==> src/rtl/wb_pkg.sv <==
package wb_pkg;

    typedef enum logic [1:0] {
        WB_NOP   = 2'b00,
        WB_WRITE = 2'b01,
        WB_TERM  = 2'b10,
        WB_RSVD  = 2'b11
    } wb_cmd_e;

    // Low-bit mask of a fixed burst block: length code k -> 2**k - 1
    function automatic logic [15:0] wb_blk_mask(input logic [1:0] code);
        return (16'd1 << code) - 16'd1;
    endfunction

    // Number of words still to come after the first word of a fixed burst
    function automatic logic [2:0] wb_rest_len(input logic [1:0] code);
        logic [3:0] n;
        n = (4'd1 << code) - 4'd1;
        return n[2:0];
    endfunction

endpackage

==> src/rtl/wb_col_step.sv <==
module wb_col_step #(
    parameter int COL_W = 6
) (
    input  logic [COL_W-1:0] col,
    input  logic [1:0]       blen,
    input  logic             fullpage,
    output logic [COL_W-1:0] col_next
);
    import wb_pkg::*;

    logic [15:0]      wide_mask;
    logic [COL_W-1:0] wrap_mask;
    logic [COL_W-1:0] col_inc;

    always_comb begin
        wide_mask = wb_blk_mask(blen);
        wrap_mask = fullpage ? '1 : wide_mask[COL_W-1:0];
        col_inc   = col + 1'b1;
        col_next  = (col & ~wrap_mask) | (col_inc & wrap_mask);
    end

endmodule

==> src/rtl/wb_burst_ctrl.sv <==
module wb_burst_ctrl #(
    parameter int COL_W = 6
) (
    input  logic             clk,
    input  logic             rst,
    input  logic [1:0]       cmd,
    input  logic [COL_W-1:0] wcol,
    input  logic             wmask,
    input  logic [1:0]       cfg_blen,
    input  logic             cfg_fullpage,
    output logic             wr_en,
    output logic [COL_W-1:0] wr_col,
    output logic             burst_active
);
    import wb_pkg::*;

    typedef struct packed {
        logic             active;
        logic [COL_W-1:0] col;
        logic [2:0]       left;
    } burst_st_t;

    burst_st_t        st_q, st_d;
    wb_cmd_e          op;
    logic             beat_now;
    logic [COL_W-1:0] col_after;

    always_comb begin
        op       = wb_cmd_e'(cmd);
        beat_now = (op == WB_WRITE) ||
                   (st_q.active && (op == WB_NOP || op == WB_RSVD));
        wr_col   = (op == WB_WRITE) ? wcol : st_q.col;
        wr_en    = beat_now && !wmask;
    end

    wb_col_step #(.COL_W(COL_W)) u_step (
        .col      (wr_col),
        .blen     (cfg_blen),
        .fullpage (cfg_fullpage),
        .col_next (col_after)
    );

    always_comb begin
        st_d = st_q;
        if (op == WB_WRITE) begin
            st_d.active = cfg_fullpage || (cfg_blen != 2'd0);
            st_d.col    = col_after;
            st_d.left   = wb_rest_len(cfg_blen);
        end else if (op == WB_TERM) begin
            st_d.active = 1'b0;
        end else if (st_q.active) begin
            st_d.col = col_after;
            if (!cfg_fullpage) begin
                if (st_q.left <= 3'd1) st_d.active = 1'b0;
                st_d.left = st_q.left - 3'd1;
            end
        end
    end

    always_ff @(posedge clk) begin
        if (rst) st_q <= '0;
        else     st_q <= st_d;
    end

    assign burst_active = st_q.active;

endmodule

==> src/rtl/wb_word_store.sv <==
module wb_word_store #(
    parameter int COL_W  = 6,
    parameter int DATA_W = 8
) (
    input  logic              clk,
    input  logic              rst,
    input  logic              we,
    input  logic [COL_W-1:0]  wa,
    input  logic [DATA_W-1:0] wd,
    input  logic [COL_W-1:0]  ra,
    output logic [DATA_W-1:0] rd
);
    localparam int DEPTH = 1 << COL_W;

    logic [DATA_W-1:0] mem [DEPTH];

    always_ff @(posedge clk) begin
        if (rst) begin
            for (int i = 0; i < DEPTH; i++) mem[i] <= '0;
        end else if (we) begin
            mem[wa] <= wd;
        end
    end

    assign rd = mem[ra];

endmodule

==> src/rtl/wburst_core.sv <==
module wburst_core #(
    parameter int COL_W  = 6,
    parameter int DATA_W = 8
) (
    input  logic              clk,
    input  logic              rst,
    input  logic [1:0]        cfg_blen,
    input  logic              cfg_fullpage,
    input  logic [1:0]        cmd,
    input  logic [COL_W-1:0]  wcol,
    input  logic [DATA_W-1:0] wdata,
    input  logic              wmask,
    output logic              burst_active,
    input  logic [COL_W-1:0]  rd_col,
    output logic [DATA_W-1:0] rd_data
);
    logic             wr_en;
    logic [COL_W-1:0] wr_col;

    wb_burst_ctrl #(.COL_W(COL_W)) u_ctrl (
        .clk          (clk),
        .rst          (rst),
        .cmd          (cmd),
        .wcol         (wcol),
        .wmask        (wmask),
        .cfg_blen     (cfg_blen),
        .cfg_fullpage (cfg_fullpage),
        .wr_en        (wr_en),
        .wr_col       (wr_col),
        .burst_active (burst_active)
    );

    wb_word_store #(.COL_W(COL_W), .DATA_W(DATA_W)) u_store (
        .clk (clk),
        .rst (rst),
        .we  (wr_en),
        .wa  (wr_col),
        .wd  (wdata),
        .ra  (rd_col),
        .rd  (rd_data)
    );

endmodule

==> config.mk <==
export PLATFORM = sky130hd
export DESIGN_NAME = wburst_core
export DESIGN_NICKNAME = d
export VERILOG_FILES = /design/src/rtl/wb_pkg.sv /design/src/rtl/wb_col_step.sv /design/src/rtl/wb_burst_ctrl.sv /design/src/rtl/wb_word_store.sv /design/src/rtl/wburst_core.sv
export SDC_FILE = /design/constraint.sdc
export NUM_CORES = 1
export LEC_CHECK = 0
export CAP_MARGIN = 0
export CORE_ASPECT_RATIO = 0.9
export CORE_MARGIN = 1
export CORE_UTILIZATION = 32
export CTS_CLUSTER_DIAMETER = 50
export CTS_CLUSTER_SIZE = 20
export DETAILED_ROUTE_END_ITERATION = 7
export SYNTH_ARGS = -nofsm -noshare
export SYNTH_HDL_FRONTEND = slang
export SYNTH_SLANG_ARGS = --single-unit
export TNS_END_PERCENT = 100
==> constraint.sdc <==
create_clock -name clk -period 2.2 [get_ports clk]
set_input_delay 0.22 -clock clk [delete_from_list [all_inputs] [get_ports clk]]
set_output_delay 0.22 -clock clk [all_outputs]
set_load 0.05 [all_outputs]
== Yosys cells after proc, flatten, opt, wreduce, memory -nomap -nowiden ==
Memory sizes are Yosys's and may differ from the RTL's.
Index checks and enable logic that the tools add are counted.
W data, S select, Z words.

* Register bits after elaboration: 10
* RAM bits: 512
* Output and inout port bits: 9
* Memories kept: 1

* Add/subtract/negate cells: 4
* Order comparisons: 1
* Equal/unequal tests: 5
* Shift-type cells: 2
* Multiplexer cells: 17
* Bitwise operators: 4
* Reduce and logical (&&, ||, !) cells: 12

{| class="wikitable"
|+ Memory list
! memory !! words !! bits a word !! read ports !! clocked after Yosys merged registers in !! wr ports !! RTL line !! source
|-
| u_store.mem || 64 || 8 || 1 || 0 || 64 || wb_word_store.sv:15 || <nowiki>logic [DATA_W-1:0] mem [DEPTH];</nowiki>
|}

{| class="wikitable"
|+ Operators by type and width
! operator !! number
|-
| $mux W10 || 2
|-
| $mux W6 || 3
|-
| $and A6 B6 Y6 || 2
|-
| $mux W1 || 9
|-
| $mux W9 || 1
|-
| $mux W8 || 1
|-
| $reduce_or A8 Y1 || 1
|-
| $add A6 B1 Y6 const B || 1
|-
| $not A6 Y6 || 1
|-
| $or A6 B6 Y6 || 1
|-
| $shl A1 B2 Y6 const A || 1
|-
| $sub A3 B1 Y3 const B || 2
|-
| $sub A6 B1 Y6 const B || 1
|-
| $eq A2 B2 Y1 const B || 2
|-
| $ne A2 B1 Y1 const B || 2
|-
| $reduce_bool A2 Y1 || 2
|-
| $le A3 B1 Y1 const B || 1
|-
| $logic_or A1 B1 Y1 || 3
|-
| $mux W3 || 1
|-
| $reduce_and A3 Y1 || 1
|-
| $shl A1 B2 Y3 const A || 1
|-
| $eq A2 B1 Y1 const B || 1
|-
| $logic_and A1 B1 Y1 || 2
|-
| $logic_not A2 Y1 || 1
|-
| other kinds (2) || 2
|}

== Longest topological paths before layout ==
Gate-level depths: netlist of run 1.

* Depth after elaboration: 10
* Depth in mapped cells: 10
* Mapped depth without buffers: 7

== Modules after synthesis ==
Synthesis of run 1 repeated with hierarchy kept, for this count alone.

* Cells, all modules: 1,650
* Area total of the unflattened synthesis: 24,629.9 µm²

{| class="wikitable"
|+ Modules (own cells, without submodules)
! module !! instances !! cells an instance !! area each (µm²) !! seq. area each (µm²)
|-
| wb_word_store || 1 || 1,562 || 23,836.6 || 15,374.7
|-
| wb_burst_ctrl || 1 || 69 || 640.6 || 200.2
|-
| wb_col_step || 1 || 19 || 152.6 || 0.0
|}

== Least setup slack after synthesis of run 1 ==
OpenSTA, ideal clock, no wires.

* Path type: input -> output
* Start: in rd_col[2]
* End: out rd_data[6]
* Arrival: 2.934 ns
* Slack: -0.954 ns
* Stages on the path: 7
* Buffers on the path: 3
* Cells stage by stage: buf_2 -> buf_2 -> buf_1 -> nor3_1 -> nor3_1 -> nor2_1 -> o41ai_1

* Longest elaborated chain between the ends: 1

{| class="wikitable"
|+ Ends and longest elaborated chain
! what !! RTL line !! source
|-
| start, declared || wburst_core.sv:14 || <nowiki>input logic [COL_W-1:0] rd_col,</nowiki>
|-
| $mem_v2 Z64 W8 || -- ||
|-
| end, declared || wburst_core.sv:15 || <nowiki>output logic [DATA_W-1:0] rd_data</nowiki>
|}

No other way between the ends.

== Worst setup path after layout of run 1 ==
* Start: mem u_store.mem[60][2]
* End: out rd_data[2]

* Longest elaborated chain between the ends: 1

{| class="wikitable"
|+ Ends and longest elaborated chain
! what !! RTL line
|-
| start, declared || wb_word_store.sv:15
|-
| $mem_v2 Z64 W8 || --
|}

No other way between the ends.

==> out/metrics.yaml, run 1 <==
outcome:
  status: "complete, but fails checks"
  violations: "setup timing"
critical_path:
  critPathKind: "flop to output pin"
  crit_fanout: 1
  arrival_ns: 2.55
  required_ns: 1.98
  cp-end-kind: "output pin"
  startpoint_type: "flop"
sta:
  min_period_over_period_pct: 126
  setup_viol: 8
  tightestPinTransition_ns: 0.608
  slew_violations: 0
  relSlewSlack_pct: 59.4
  fmax_ghz: 0.361
  fin_ws_ns: -0.573
  min_period_ns: 2.77
  skew_ns: 0.0298
  hold_violations: 0
  grt_setup_unrepaired: "yes"
routing:
  wl_met1_mm: 29.3
  dr_wl_met3_mm: 6.09
  routed_via_density: 5.07
  vias: 14700
  highest_layer: "met5"
  ant_nets: 0
  wl_met2_mm: 29.7
  drt_wl_total_mm: 66.5
  drc: 0
  drt_iter0_drc: 1671
  drt_first_pass_iters: 7
  wl_per_cell_um: 22.9
global_route:
  grt_pass1_wl_mm: 96.9
  grt_overflow: 0
  grt_pass1_vias: 14600
  grt_usage_pct: 17.1
  grt_start_max_net_pins: 76
  antenna_found_initial: 6
final_layout:
  area_growth_pct: 21.0
  diodes: 0
  nets: 1884
  layout_commonest_cell: "and2_1"
  final_cell_mix: "and2_1, edfxtp_1, buf_4"
  final_cell_count_no_fill: 2908
  final_util_pct: 39.3
  final.fill_count: 6856
  fin_area_um2: 29500
  drive_gt1_share_pct: 28.7
yosys:
  syn_area_um2: 24400
  ys_async_sr_fraction_pct: 0
  yosysWarnings: 0
  syn_avg_cell_area_um2: 14.6
  yosys_register_bits: 522
  ys.flop_type: "edfxtp_1"
  synth_edf_count: 512
  ys_types: 48
  synth_seq_area_share_pct: 63.8
  synth_cells: 1672
  syn_nets: 1705
floorplanning:
  die_h_um: 264
  io_pins: 37
  fp.dieW_um: 293
  start_util_pct: 32.5
  dieArea_um2: 77400
  rows: 95
  core-area_um2: 75100
placed_design:
  dpl-instance-area_um2: 27600
  portBuffers: 36
  place_ws_ns: -0.815
  gp_congestion: 0.915
  dpl.hpwl_mm: 45.7
  dp_cells: 2821
power:
  power_density_nw_per_um2: 769
  ir_worst_vdd_uv: 515
  p_leak_uw: 0.0108
clocking:
  cts_setup_buffers: 0
  clock_path_buffers: 3
  cts_buffers: 47
  cts_tree: "yes"
  clk_latency_ns: 0.61
  htree_levels: 2
  cts-root-buf: "clkbuf_16"
  cts_hold_buf: 0
  cts.sinks: 522
  clk_pin_slew_ns: 0.07
run:
  cap_viol_max_count: 0
worst_hold_path:
  min_path_type: "input pin to flop"
[through the flow]
step	setup TNS (ns)	power (uW)	hold WS (ns)
final	-4.17	22700	0.170
after CTS	-4.32	22800	0.164
after detailed placement	-448.13	13600	0.468
after global routing	-4.57	23300	0.178
after floorplan	-2.65	12600	0.444
after global placement	-422.14	13500	0.456
[synthesized netlist by cell type, types with 4 or more instances]
cell | number | share of area (%)
nor3_1 | 19 | 0.39
o31ai_1 | 10 | 0.31
a22oi_1 | 13 | 0.40
xnor2_1 | 4 | 0.14
mux2i_1 | 13 | 0.53
a211oi_1 | 8 | 0.25
o22ai_1 | 21 | 0.54
nor2_1 | 98 | 1.5
mux4_2 | 128 | 12
nand2_1 | 36 | 0.55
nand3b_1 | 5 | 0.15
edfxtp_1 | 512 | 63
ha_1 | 5 | 0.26
inv_1 | 8 | 0.12
mux2_2 | 5 | 0.23
buf_2 | 23 | 0.47
nand3_1 | 13 | 0.27
buf_1 | 13 | 0.20
clkbuf_1 | 73 | 1.1
o21ai_0 | 11 | 0.23
dfxtp_1 | 10 | 0.82
or2_2 | 65 | 1.7
nand2b_1 | 8 | 0.21
nor2b_1 | 4 | 0.10
and2_1 | 513 | 13
a21oi_1 | 13 | 0.27
[sequential cells by signal, summed over array words and instances, names as in the netlist]
register	count
u_ctrl.st_q	9
u_store.mem	512
u_ctrl.burst_active	1
[kinds of logic after synthesis]
family / Yosys count / synth area share [%]
AO/OA/AOI/OAI: 99 / 2.78
XOR/XNOR: 4 / 0.144
adder cells (fa/ha/maj): 5 / 0.256
buffers and inverters: 120 / 1.99
flip-flops: 522 / 63.8
multiplexers: 146 / 12.6
AND/OR/NAND/NOR: 776 / 18.4
[critical path, stage by stage, from the launching register on]
cell,delay [ns]
edfxtp_1,0.39
mux4_2,0.52
a22oi_2,0.37
nand4_1,0.22
mux2_4,0.31
buf_6,0.15
[layout make-up]
class | instances | area (um2) | share of cell area (%)
clock inverters | 39 | 544 | 1.84
multi-input cells | 1030 | 8560 | 29.0
clock buffers | 49 | 1200 | 4.08
repair buffers | 241 | 2320 | 7.87
inverters | 9 | 33.8 | 0.114
flip-flops and latches | 522 | 15600 | 52.8
well taps | 1018 | 1270 | 4.31
[final timing paths]
check                                   startpoint                end  slack (ns)  depth (start not counted)
worst max-delay path            u_store.mem[60][2]         rd_data[2]       -0.57                          5
worst min-delay path                           rst     u_ctrl.st_q[2]        0.17                          3
worst max register to register      u_ctrl.st_q[5]  u_store.mem[6][1]        0.14                          6
worst min register to register      u_ctrl.st_q[6]     u_ctrl.st_q[6]        0.48                          2
[layer usage]
layer	vias to the layer above	GRT usage (%)
met2	576	25.7
met5	-	0
li1	6524	-
met4	2	4.40
met3	99	4.85
met1	7546	24.2
[where the power goes]
group,switching [uW],total (uW),internal [uW],leakage (uW)
sequential,129,11300,11200,0.00536
clock,4300,9260,4960,0.000847
combinational,1240,2090,850,0.00461
total,5670,22700,17000,0.0108
[timing repair]
action                     CTS  global route
pin swaps                   17             9
gates resized for setup     28            23
setup endpoints to repair   61            97
Note: power is estimated with default switching activity, not from simulation.
==> inputs of run 2 (changes only) <==
Settings changed: CORE_ASPECT_RATIO 0.9 to 2.
==> out/metrics.yaml, run 2 (synthesized netlist as in run 1, its figures left out) <==
sta:
  grt_setup_unrepaired: "yes"
  setup_viol: 8
  min_period_over_period_pct: 126
  relSlewSlack_pct: 54.7
  slew_violations: 0
  min_period_ns: 2.77
  tightestPinTransition_ns: 0.679
  fmax_ghz: 0.361
  fin_ws_ns: -0.574
  hold_violations: 0
  skew_ns: 0.0191
critical_path:
  crit_path_cell_trace: "mux4_2 -> a22oi_2 -> buf_4 -> nand4_1 -> buf_4 -> mux2_4 -> buf_12"
  crit_family: "multiplexers"
  regToRegEndpoint: "u_store.mem[46][0]"
  r2r_slack_ns: 0.14
  startpoint_type: "flop"
  cp-end-kind: "output pin"
  max_stage_delay_ns: 0.54
  crit_end: "rd_data[1]"
  critPathKind: "flop to output pin"
  cp-startpoint: "u_store.mem[55][1]"
  r2r_start: "u_ctrl.st_q[5]"
  crit_fanout: 1
  worstSetupPathDepth: 7
  arrival_ns: 2.55
  ff2ff_path_depth: 6
  crit_top_cell: "buf_4"
  required_ns: 1.98
  cpMaxStageDelayCell: "mux4_2"
  cp_num_buf_inv: 3
final_layout:
  nets: 1882
  final_cell_count_no_fill: 2863
  fin_area_um2: 28900
  top_register: "u_store.mem"
  layout_commonest_cell: "and2_1"
  drive_gt1_share_pct: 28.2
  diodes: 0
  final_util_pct: 38.4
  multiInputGateArea_um2: 8740
  seqCellArea_um2: 15600
  final_cell_mix: "and2_1, edfxtp_1, buf_4"
  area_growth_pct: 18.3
  largest_register_ffs: 512
  final.fill_count: 6983
power:
  power_density_nw_per_um2: 667
  p_leak_uw: 0.0105
  ir_worst_vdd_uv: 677
floorplanning:
  rows: 142
  core-area_um2: 75200
  die_h_um: 393
  io_pins: 37
  start_util_pct: 32.5
  dieArea_um2: 77400
  fp.dieW_um: 197
routing:
  drt_iter0_drc: 919
  vias: 14300
  drt_wl_total_mm: 67.3
  drt_first_pass_iters: 5
  routed_via_density: 4.99
  ant_nets: 0
  wl_per_cell_um: 23.5
  drc: 0
placed_design:
  dp_cells: 2834
  portBuffers: 36
  gp_congestion: 0.846
  dpl-instance-area_um2: 27700
  dpl.hpwl_mm: 48.6
  place_ws_ns: -0.681
global_route:
  use_met1_pct: 17.4
  grt_pass1_wl_mm: 98.4
  grt_start_max_net_pins: 76
  antenna_found_initial: 2
  grt_util_met3_pct: 1.50
  busiest_layer: "met2"
  grt_pass1_vias: 15500
  met2_usage_pct: 34.8
  grt_usage_pct: 17.7
  grt_overflow: 0
clocking:
  cts_hold_buf: 0
  clk_pin_slew_ns: 0.08
  htree_levels: 1
  cts_setup_buffers: 0
  clk_latency_ns: 0.62
  clock_path_buffers: 3
  cts_buffers: 31
  cts-root-buf: "clkbuf_16"
  cts_tree: "yes"
  cts.sinks: 522
run:
  cap_viol_max_count: 0
outcome:
  status: "complete, but fails checks"
  violations: "setup timing"
worst_hold_path:
  min_path_type: "input pin to flop"
==> run 2: cell count changes in the layout (fill, tap and decap cells not counted), moves of 4 or more <==
cell       previous run  this run
o22ai_1              18        14
buf_4               175       191
inv_8                 6         0
mux2i_1              13         9
bufinv_16             6         0
clkinv_8              6         0
clkbuf_16            48        31
clkinv_2              4         0
inv_6                 7         0
o22ai_4               0         4
==> run 2: layout make-up <==
class / instances / share of cell area, %
Timing Repair Buffer: 255 / 8.40
Multi-Input combinational cell: 1030 / 30.3
Tap cell: 1008 / 4.37
Clock buffer: 35 / 2.74
Inverter: 9 / 0.117
Clock inverter: 4 / 0.152
Sequential cell: 522 / 54.0
==> run 2: through the flow <==
stage          power, uW  hold WS (ns)  TNS, ns
3_5_place_dp       13600         0.474  -461.21
6_report           19200         0.117    -3.91
4_1_cts            19400         0.123    -4.20
2_1_floorplan      12600         0.444    -2.65
3_3_place_gp       13600         0.462  -473.87
5_1_grt            19700         0.142    -4.32
==> run 2: timing repair <==
action / in CTS / in global routing
setup endpoints to repair: 8 / 336
pin swaps: 20 / 3
resized for setup: 67 / 18
==> run 2: worst min-delay path by stage <==
stage	from	endpoint	cells after the start
5_1_grt	rst	u_ctrl.st_q[0]	3
3_3_place_gp	u_ctrl.st_q[6]	u_ctrl.st_q[6]	2
4_1_cts	rst	u_ctrl.st_q[0]	3
3_5_place_dp	u_ctrl.st_q[7]	u_ctrl.st_q[7]	2
6_report	rst	u_ctrl.st_q[0]	3
2_1_floorplan	u_ctrl.st_q[7]	u_ctrl.st_q[7]	2
==> run 2: power by group <==
part	switching, uW	internal [uW]
logic	1230	912
registers	140	11200
clock network	3190	2560
total	4560	14700
==> run 2: routing by layer <==
layer | part of all wire (%) | up-vias
met3 | 3.6 | 150
li1 | - | 6460
met1 | 33 | 7294
met4 | 6.1 | 0
met5 | 0 | -
met2 | 57 | 394
==> run 2: worst reg2reg max path: stages (launching register included) <==
cell and delay, ns:
dfxtp_1 0.40, inv_1 0.09, o32ai_1 0.35, nand3_1 0.30
buf_12 0.24, nor2_1 0.13, or2_2 0.25
